## config.mk

```make
export PLATFORM = sky130hd
export DESIGN_NAME = scan_trig_gen
export DESIGN_NICKNAME = d
export VERILOG_FILES = /design/src/rtl/stg_pkg.sv /design/src/rtl/stg_quad.sv /design/src/rtl/stg_rec_buf.sv /design/src/rtl/stg_engine.sv /design/src/rtl/scan_trig_gen.sv
export SDC_FILE = /design/constraint.sdc
export NUM_CORES = 2
export LEC_CHECK = 0
export BUFFER_PORTS_ARGS = -buffer_cell sky130_fd_sc_hd__buf_2
export CAP_MARGIN = 10
export CORE_MARGIN = 5
export CORE_UTILIZATION = 48
export DETAILED_ROUTE_END_ITERATION = 8
export PLACE_DENSITY = 0.64
export SLEW_MARGIN = 20
export SYNTH_ARGS = -nofsm -noshare
export SYNTH_HDL_FRONTEND = slang
export SYNTH_HIERARCHICAL = 1
export SYNTH_SLANG_ARGS = --single-unit
export TNS_END_PERCENT = 5
```

## constraint.sdc

```tcl
create_clock -name clk -period 19.6 [get_ports clk]
set_input_delay 3.92 -clock clk [delete_from_list [all_inputs] [get_ports clk]]
set_output_delay 3.92 -clock clk [all_outputs]
set_load 0.05 [all_outputs]
```

## src/rtl/stg_pkg.sv

```systemverilog
package stg_pkg;
  typedef enum logic [1:0] {
    ST_IDLE  = 2'd0,
    ST_ARMED = 2'd1,
    ST_RUN   = 2'd2,
    ST_DONE  = 2'd3
  } scan_st_t;

  localparam logic [2:0] M_TIME = 3'd0;
  localparam logic [2:0] M_UP   = 3'd1;
  localparam logic [2:0] M_DN   = 3'd2;
  localparam logic [2:0] M_ZIG  = 3'd3;
  localparam logic [2:0] M_TPOS = 3'd4;
  localparam logic [2:0] M_EXT  = 3'd5;
endpackage

```

## src/rtl/stg_quad.sv

```systemverilog
module stg_quad #(
  parameter int W = 32
) (
  input  logic                clk,
  input  logic                rst,
  input  logic                a,
  input  logic                b,
  output logic signed [W-1:0] count
);
  logic [1:0] sa, sb;
  logic [1:0] prev;
  logic [1:0] cur;
  logic       up, dn;

  assign cur = {sa[1], sb[1]};

  always_comb begin
    up = 1'b0;
    dn = 1'b0;
    case ({prev, cur})
      4'b0001, 4'b0111, 4'b1110, 4'b1000: up = 1'b1;
      4'b0100, 4'b1101, 4'b1011, 4'b0010: dn = 1'b1;
      default: ;
    endcase
  end

  always_ff @(posedge clk) begin
    if (rst) begin
      sa    <= '0;
      sb    <= '0;
      prev  <= '0;
      count <= '0;
    end else begin
      sa   <= {sa[0], a};
      sb   <= {sb[0], b};
      prev <= cur;
      if (up)      count <= count + 1'b1;
      else if (dn) count <= count - 1'b1;
    end
  end


  quad_step_chk: assert property (@(posedge clk) disable iff (rst)
    (count == $past(count)) || (count == $past(count) + 1) || (count == $past(count) - 1));
endmodule

```

## src/rtl/stg_rec_buf.sv

```systemverilog
module stg_rec_buf #(
  parameter int DW    = 192,
  parameter int DEPTH = 16
) (
  input  logic          clk,
  input  logic          rst,
  input  logic          flush,
  input  logic          wr_en,
  input  logic [DW-1:0] wr_data,
  input  logic          rd_req,
  output logic          rd_valid,
  output logic [DW-1:0] rd_data,
  output logic [$clog2(DEPTH):0] level,
  output logic          full
);
  localparam int AW = $clog2(DEPTH);

  logic [DW-1:0] mem [DEPTH];
  logic [AW-1:0] wptr, rptr;
  logic          do_wr, do_rd;

  assign full  = (level == DEPTH[AW:0]);
  assign do_wr = wr_en && !full;
  assign do_rd = rd_req && (level != '0);

  always_ff @(posedge clk) begin
    if (do_wr) mem[wptr] <= wr_data;
  end

  always_ff @(posedge clk) begin
    if (do_rd) rd_data <= mem[rptr];
  end

  always_ff @(posedge clk) begin
    if (rst || flush) begin
      wptr     <= '0;
      rptr     <= '0;
      level    <= '0;
      rd_valid <= 1'b0;
    end else begin
      rd_valid <= do_rd;
      if (do_wr) wptr <= (wptr == AW'(DEPTH - 1)) ? '0 : wptr + 1'b1;
      if (do_rd) rptr <= (rptr == AW'(DEPTH - 1)) ? '0 : rptr + 1'b1;
      case ({do_wr, do_rd})
        2'b10:   level <= level + 1'b1;
        2'b01:   level <= level - 1'b1;
        default: ;
      endcase
    end
  end


  level_bound_chk: assert property (@(posedge clk) disable iff (rst)
    level <= DEPTH[AW:0]);

  rd_after_req_chk: assert property (@(posedge clk) disable iff (rst)
    rd_valid |-> $past(rd_req));
endmodule

```

## src/rtl/stg_engine.sv

```systemverilog
module stg_engine
  import stg_pkg::*;
#(
  parameter int PW = 32,
  parameter int CW = 16,
  parameter int WW = 8
) (
  input  logic                 clk,
  input  logic                 rst,
  input  logic                 start,
  input  logic                 stop,
  input  logic                 abort,
  input  logic [2:0]           cfg_mode,
  input  logic signed [PW-1:0] cfg_start,
  input  logic [PW-1:0]        cfg_step,
  input  logic [15:0]          cfg_span,
  input  logic [CW-1:0]        cfg_count,
  input  logic [WW-1:0]        cfg_width,
  input  logic signed [PW-1:0] pos,
  input  logic                 ext_rise,
  input  logic                 buf_full,
  output logic                 fire,
  output logic                 start_go,
  output logic                 trig_out,
  output scan_st_t             st,
  output logic [CW-1:0]        issued,
  output logic                 overflow
);
  logic [2:0]           mode_q;
  logic signed [PW-1:0] start_q, tgt_q;
  logic [PW-1:0]        step_q, tmr_q, per_m1;
  logic [15:0]          span_q, pass_q;
  logic [CW-1:0]        count_q;
  logic [WW-1:0]        width_q, wcnt;
  logic                 dir_q, gate_q;
  logic                 active, hit, blocked, flip, new_dir, last;

  assign active   = (st == ST_ARMED) || (st == ST_RUN);
  assign start_go = start && ((st == ST_IDLE) || (st == ST_DONE)) && !abort;
  assign per_m1   = (step_q == '0) ? '0 : step_q - 1'b1;

  always_comb begin
    case (mode_q)
      M_TIME, M_TPOS: hit = gate_q ? (tmr_q == '0) : (pos >= start_q);
      M_UP, M_DN, M_ZIG: hit = dir_q ? (pos >= tgt_q) : (pos <= tgt_q);
      M_EXT:   hit = ext_rise;
      default: hit = 1'b0;
    endcase
  end

  assign fire    = active && hit && !buf_full && !stop && !abort;
  assign blocked = active && hit && buf_full && !stop && !abort;
  assign flip    = (mode_q == M_ZIG) && (pass_q + 16'd1 == span_q);
  assign new_dir = flip ? !dir_q : dir_q;
  assign last    = (count_q != '0) && (issued + 1'b1 == count_q);
  assign trig_out = (wcnt != '0);

  always_ff @(posedge clk) begin
    if (rst) begin
      st       <= ST_IDLE;
      mode_q   <= M_TIME;
      start_q  <= '0;
      tgt_q    <= '0;
      step_q   <= '0;
      tmr_q    <= '0;
      span_q   <= '0;
      pass_q   <= '0;
      count_q  <= '0;
      width_q  <= '0;
      dir_q    <= 1'b1;
      gate_q   <= 1'b0;
      issued   <= '0;
      overflow <= 1'b0;
      wcnt     <= '0;
    end else begin
      if (fire)             wcnt <= (width_q == '0) ? WW'(1) : width_q;
      else if (wcnt != '0)  wcnt <= wcnt - 1'b1;

      if (abort) begin
        st <= ST_IDLE;
      end else if (start_go) begin
        st       <= ST_ARMED;
        mode_q   <= cfg_mode;
        start_q  <= cfg_start;
        tgt_q    <= cfg_start;
        step_q   <= cfg_step;
        tmr_q    <= cfg_start;
        span_q   <= cfg_span;
        pass_q   <= '0;
        count_q  <= cfg_count;
        width_q  <= cfg_width;
        dir_q    <= (cfg_mode != M_DN);
        gate_q   <= (cfg_mode == M_TIME);
        issued   <= '0;
        overflow <= 1'b0;
      end else if (active && stop) begin
        st <= ST_DONE;
      end else if (blocked) begin
        overflow <= 1'b1;
        st       <= ST_DONE;
      end else if (fire) begin
        issued <= issued + 1'b1;
        st     <= last ? ST_DONE : ST_RUN;
        gate_q <= 1'b1;
        tmr_q  <= per_m1;
        dir_q  <= new_dir;
        pass_q <= flip ? '0 : pass_q + 16'd1;
        tgt_q  <= new_dir ? tgt_q + $signed(step_q) : tgt_q - $signed(step_q);
      end else if (active && gate_q && tmr_q != '0) begin
        tmr_q <= tmr_q - 1'b1;
      end
    end
  end


  pulse_needs_scan_chk: assert property (@(posedge clk) disable iff (rst)
    $rose(trig_out) |-> ($past(st) == ST_ARMED || $past(st) == ST_RUN));

  done_holds_chk: assert property (@(posedge clk) disable iff (rst)
    (st == ST_DONE && !start && !abort) |=> st == ST_DONE);

  overflow_sticky_chk: assert property (@(posedge clk) disable iff (rst)
    (overflow && !start_go) |=> overflow);

  abort_idle_chk: assert property (@(posedge clk) disable iff (rst)
    abort |=> st == ST_IDLE);
endmodule

```

## src/rtl/scan_trig_gen.sv

```systemverilog
module scan_trig_gen
  import stg_pkg::*;
#(
  parameter int NUM_ENC = 5,
  parameter int DEPTH   = 16,
  parameter int PW      = 32,
  parameter int CW      = 16,
  parameter int WW      = 8
) (
  input  logic                       clk,
  input  logic                       rst,
  input  logic                       start,
  input  logic                       stop,
  input  logic                       abort,
  input  logic [2:0]                 cfg_mode,
  input  logic [PW-1:0]              cfg_start,
  input  logic [PW-1:0]              cfg_step,
  input  logic [15:0]                cfg_span,
  input  logic [CW-1:0]              cfg_count,
  input  logic [WW-1:0]              cfg_width,
  input  logic [2:0]                 cfg_sel,
  input  logic [NUM_ENC-1:0]         enc_a,
  input  logic [NUM_ENC-1:0]         enc_b,
  input  logic                       cnt_in,
  input  logic                       ext_trig,
  input  logic                       rd_req,
  output logic                       trig_out,
  output logic                       rd_valid,
  output logic [PW*(NUM_ENC+1)-1:0]  rd_data,
  output logic [$clog2(DEPTH):0]     buf_level,
  output logic [1:0]                 scan_state,
  output logic [CW-1:0]              trig_issued,
  output logic                       overflow
);
  localparam int RW = PW * (NUM_ENC + 1);

  logic signed [PW-1:0] enc_cnt [NUM_ENC];
  logic [RW-1:0]        rec;
  logic [2:0]           ext_s, cnt_s;
  logic [PW-1:0]        det_cnt;
  logic [2:0]           sel_q;
  logic signed [PW-1:0] pos;
  logic                 fire, start_go, buf_full;
  scan_st_t             st;

  for (genvar i = 0; i < NUM_ENC; i++) begin : g_enc
    stg_quad #(.W(PW)) u_quad (
      .clk   (clk),
      .rst   (rst),
      .a     (enc_a[i]),
      .b     (enc_b[i]),
      .count (enc_cnt[i])
    );
    assign rec[PW*(i+1) +: PW] = enc_cnt[i];
  end
  assign rec[PW-1:0] = det_cnt;

  always_ff @(posedge clk) begin
    if (rst) begin
      ext_s   <= '0;
      cnt_s   <= '0;
      det_cnt <= '0;
      sel_q   <= '0;
    end else begin
      ext_s <= {ext_s[1:0], ext_trig};
      cnt_s <= {cnt_s[1:0], cnt_in};
      if (cnt_s[1] && !cnt_s[2]) det_cnt <= det_cnt + 1'b1;
      if (start_go) sel_q <= (cfg_sel < 3'(NUM_ENC)) ? cfg_sel : '0;
    end
  end

  assign pos = enc_cnt[sel_q];

  stg_engine #(.PW(PW), .CW(CW), .WW(WW)) u_engine (
    .clk       (clk),
    .rst       (rst),
    .start     (start),
    .stop      (stop),
    .abort     (abort),
    .cfg_mode  (cfg_mode),
    .cfg_start (cfg_start),
    .cfg_step  (cfg_step),
    .cfg_span  (cfg_span),
    .cfg_count (cfg_count),
    .cfg_width (cfg_width),
    .pos       (pos),
    .ext_rise  (ext_s[1] && !ext_s[2]),
    .buf_full  (buf_full),
    .fire      (fire),
    .start_go  (start_go),
    .trig_out  (trig_out),
    .st        (st),
    .issued    (trig_issued),
    .overflow  (overflow)
  );

  stg_rec_buf #(.DW(RW), .DEPTH(DEPTH)) u_buf (
    .clk      (clk),
    .rst      (rst),
    .flush    (abort),
    .wr_en    (fire),
    .wr_data  (rec),
    .rd_req   (rd_req),
    .rd_valid (rd_valid),
    .rd_data  (rd_data),
    .level    (buf_level),
    .full     (buf_full)
  );

  assign scan_state = st;
endmodule

```

==> reports/metrics.cfg <==
[status]
status = completed

[grt]
antenna_found_initial = 36
grt_util_all_layers_pct = 24.0
grt_pass1_vias = 87000
grt_pass1_wl_um = 594000
gr-total-overflow = 0
grt_max_degree = 174

[route]
drtAntennaViolNets = 0
top_layer = met5
routed-wl-met3_um = 32300
dr.pass1.iters = 6
met1_length_um = 173000
drcViolationCount = 0
wl_met2_um = 190000
drt_iter0_drc = 9427
totalWireLength_um = 406000
num_vias = 87700
wl_per_cell_um = 28.7
viasPerCell = 6.20

[finish]
area_delta_synth_final_pct = 12.6
nNetsFinal = 10000
layout_common_cells = edfxtp_1, nand2_1, mux4_2, a21oi_1, dfxtp_1
regArea_um2 = 107000
layout-drive-gt1-share_pct = 19.6
finalNonFillerCells = 14200
fillers = 24800
layout_commonest_cell = edfxtp_1
multi_input_area_um2 = 43600

[place]
dp_hpwl_um = 241000
place_inst = 13400
routabilityCongestion = 0.911
io_buffer_count = 345
pre_cts_slack_ps = 9750

[worst_hold_path]
hp-class = reg -> reg

[timing]
hold_viol = 0
fin_crit_ps = 9000
rsz0062_at_grt = false
drv_slew = 0
finalCritPeriodShare_pct = 45.9
clock_skew_ps = 88.6
max_freq_mhz = 111
maxSlewHeadroom_pct = 14.5
max_slew.worst_pin.slew_ps = 1280
setup_ws_ps = 10600
finalSetupViolCount = 0

[clock_network]
cts-hold-fix-buffers = 0
clock-sinks = 3725
postCtsSetupBuffers = 0
cts_buffers = 387
cts_tree = yes
clockBufferDepth = 4
cts_resized = 0
clk_pin_slew_ps = 60
clk_latency_ps = 960
clockRootBuffer = clkbuf_16
h-tree-depth = 5

[power]
power.leakage_nw = 57.3
power_density_nw_per_um2 = 116
ir_worst_vdd_uv = 79.8
switching_share_pct = 27.3
power_frac_clock_pct = 37.0
intPower_mw = 14.6
seq_power_share_pct = 49.1
p_total_mw = 20.1
p_switching_mw = 5.48
combPwrFrac_pct = 13.9

[critical_path]
startpoint_type = input port
cp_data_required_time_ps = 20110
reg2reg_setup_slack_ps = 10790
arrival_ps = 9510
end_kind = flop
path_class = in -> reg
crit_fanout = 117

[yosys]
synth-seq-cells = 3725
yosys_warnings = 6
yosysSeqAreaShare_pct = 69.9
synth.net_count = 9606
synth_area_per_cell_um2 = 16.7
synth_ff_type = edfxtp_1
async_reset_ff_share_pct = 0
ys_types = 93
synth_edf_count = 3264
synth_area_um2 = 153000
synthCells = 9211

[job]
drv_cap = 0

[die]
core-area_um2 = 318000
rows = 207
die_w_um = 575
die-area_um2 = 331000
start_util_pct = 48.2
ios = 346
die_h_um = 575

==> layout make-up <==
cell class              count  area share [%]
multi-input cells        4868            25.2
clock buffers             498            6.01
inverters                 160           0.350
clock inverters           218            1.51
repair buffers            489            1.78
well taps                4180            3.03
diodes                     12          0.0174
flip-flops and latches   3725            62.1
==> power by group through the flow <==
stage                     logic [mW]  registers (mW)  clock network (mW)
final                           2.79            9.86                7.44
after global routing            3.05            9.90                7.93
after CTS                       2.74            9.86                7.57
after detailed placement        2.72            10.0                   0
after global placement          2.71            9.97                   0
after floorplan                 2.04            9.66                   0
==> path summary, 6_finish.rpt <==
| check | startpoint | end | depth (start not counted) |
|---|---|---|---|
| worst min register to register | ext_s[0] | ext_s[1] | 1 |
| worst max-delay path | abort | u_buf/mem[1][174] | 14 |
| worst max register to register | sel_q[2] | u_buf/mem[1][174] | 20 |
| worst min-delay path | ext_s[0] | ext_s[1] | 1 |
==> flip-flops by register name, summed over array words and instances (netlist names), 4 cells and up <==
name	flops
u_buf/mem	3072
u_buf/rd_data	192
g_enc.u_quad/count	160
det_cnt	32
u_engine/start_q	32
u_engine/step_q	32
u_engine/tgt_q	32
u_engine/tmr_q	32
u_engine/count_q	16
u_engine/issued	16
u_engine/pass_q	16
u_engine/span_q	16
g_enc.u_quad/prev	10
g_enc.u_quad/sa	10
g_enc.u_quad/sb	10
u_engine/wcnt	8
u_engine/width_q	8
u_buf/level	5
u_buf/rptr	4
u_buf/wptr	4
==> stage by stage <==
step | hold slack [ps] | cell area, um^2 | TNS [ps] | utilization (%)
4_1_cts | 445 | 173000 | 0 | 54.3
3_5_place_dp | 431 | 160000 | 0 | 50.2
6_report | 442 | 173000 | 0 | 54.3
3_3_place_gp | 429 | 160000 | 0 | 50.2
2_1_floorplan | 414 | 153000 | -137050 | -
5_1_grt | 461 | 173000 | 0 | 54.3
==> layer usage <==
metal / vias to the layer above / GRT usage (%)
met5: - / 0
met4: 8 / 6.33
met3: 597 / 3.87
met2: 3955 / 37.9
met1: 45600 / 35.2
li1: 37600 / -
==> cell families after synthesis <==
kind of cell             after synthesis  synth area share [%]
AND/OR/NAND/NOR                     1840                  5.50
adder cells (fa/ha/maj)              267                  2.21
XOR/XNOR                             321                  1.83
buffers and inverters                618                  1.80
AO/OA/AOI/OAI                       1627                  6.93
flip-flops                          3725                  69.9
multiplexers                         813                  11.8
==> critical path, cell delays in order <==
cell and delay [ps]:
buf_2 150, a211oi_1 180, nand2_1 290, or3_1 420, nor3_1 360, nor2_4 80, buf_12 240, clkinv_2 130
a21boi_1 640, nand2_1 390, nor3_2 250, buf_4 710, buf_4 780, buf_4 840
==> synth_stat cells, types with 58 or more instances <==
cell type  instances  area [um^2]
xnor2_1          147         1290
ha_1             260         3250
inv_1            158          593
nand4_1           82          513
nand2_1          886         3330
o21ai_0          245         1230
nor2_1           337         1260
a211oi_1          58          435
buf_2            111          556
nand3_1           69          345
mux4_2           800        18000
a21oi_1          508         2540
dfxtp_1          461         9230
nor2b_1           61          382
edfxtp_1        3264        98000
nor3_1           104          521
a21o_1            75          563
a22oi_1          393         2950
clkbuf_1         260          976
xor2_1           174         1520
(Power assumes the default switching activity.)
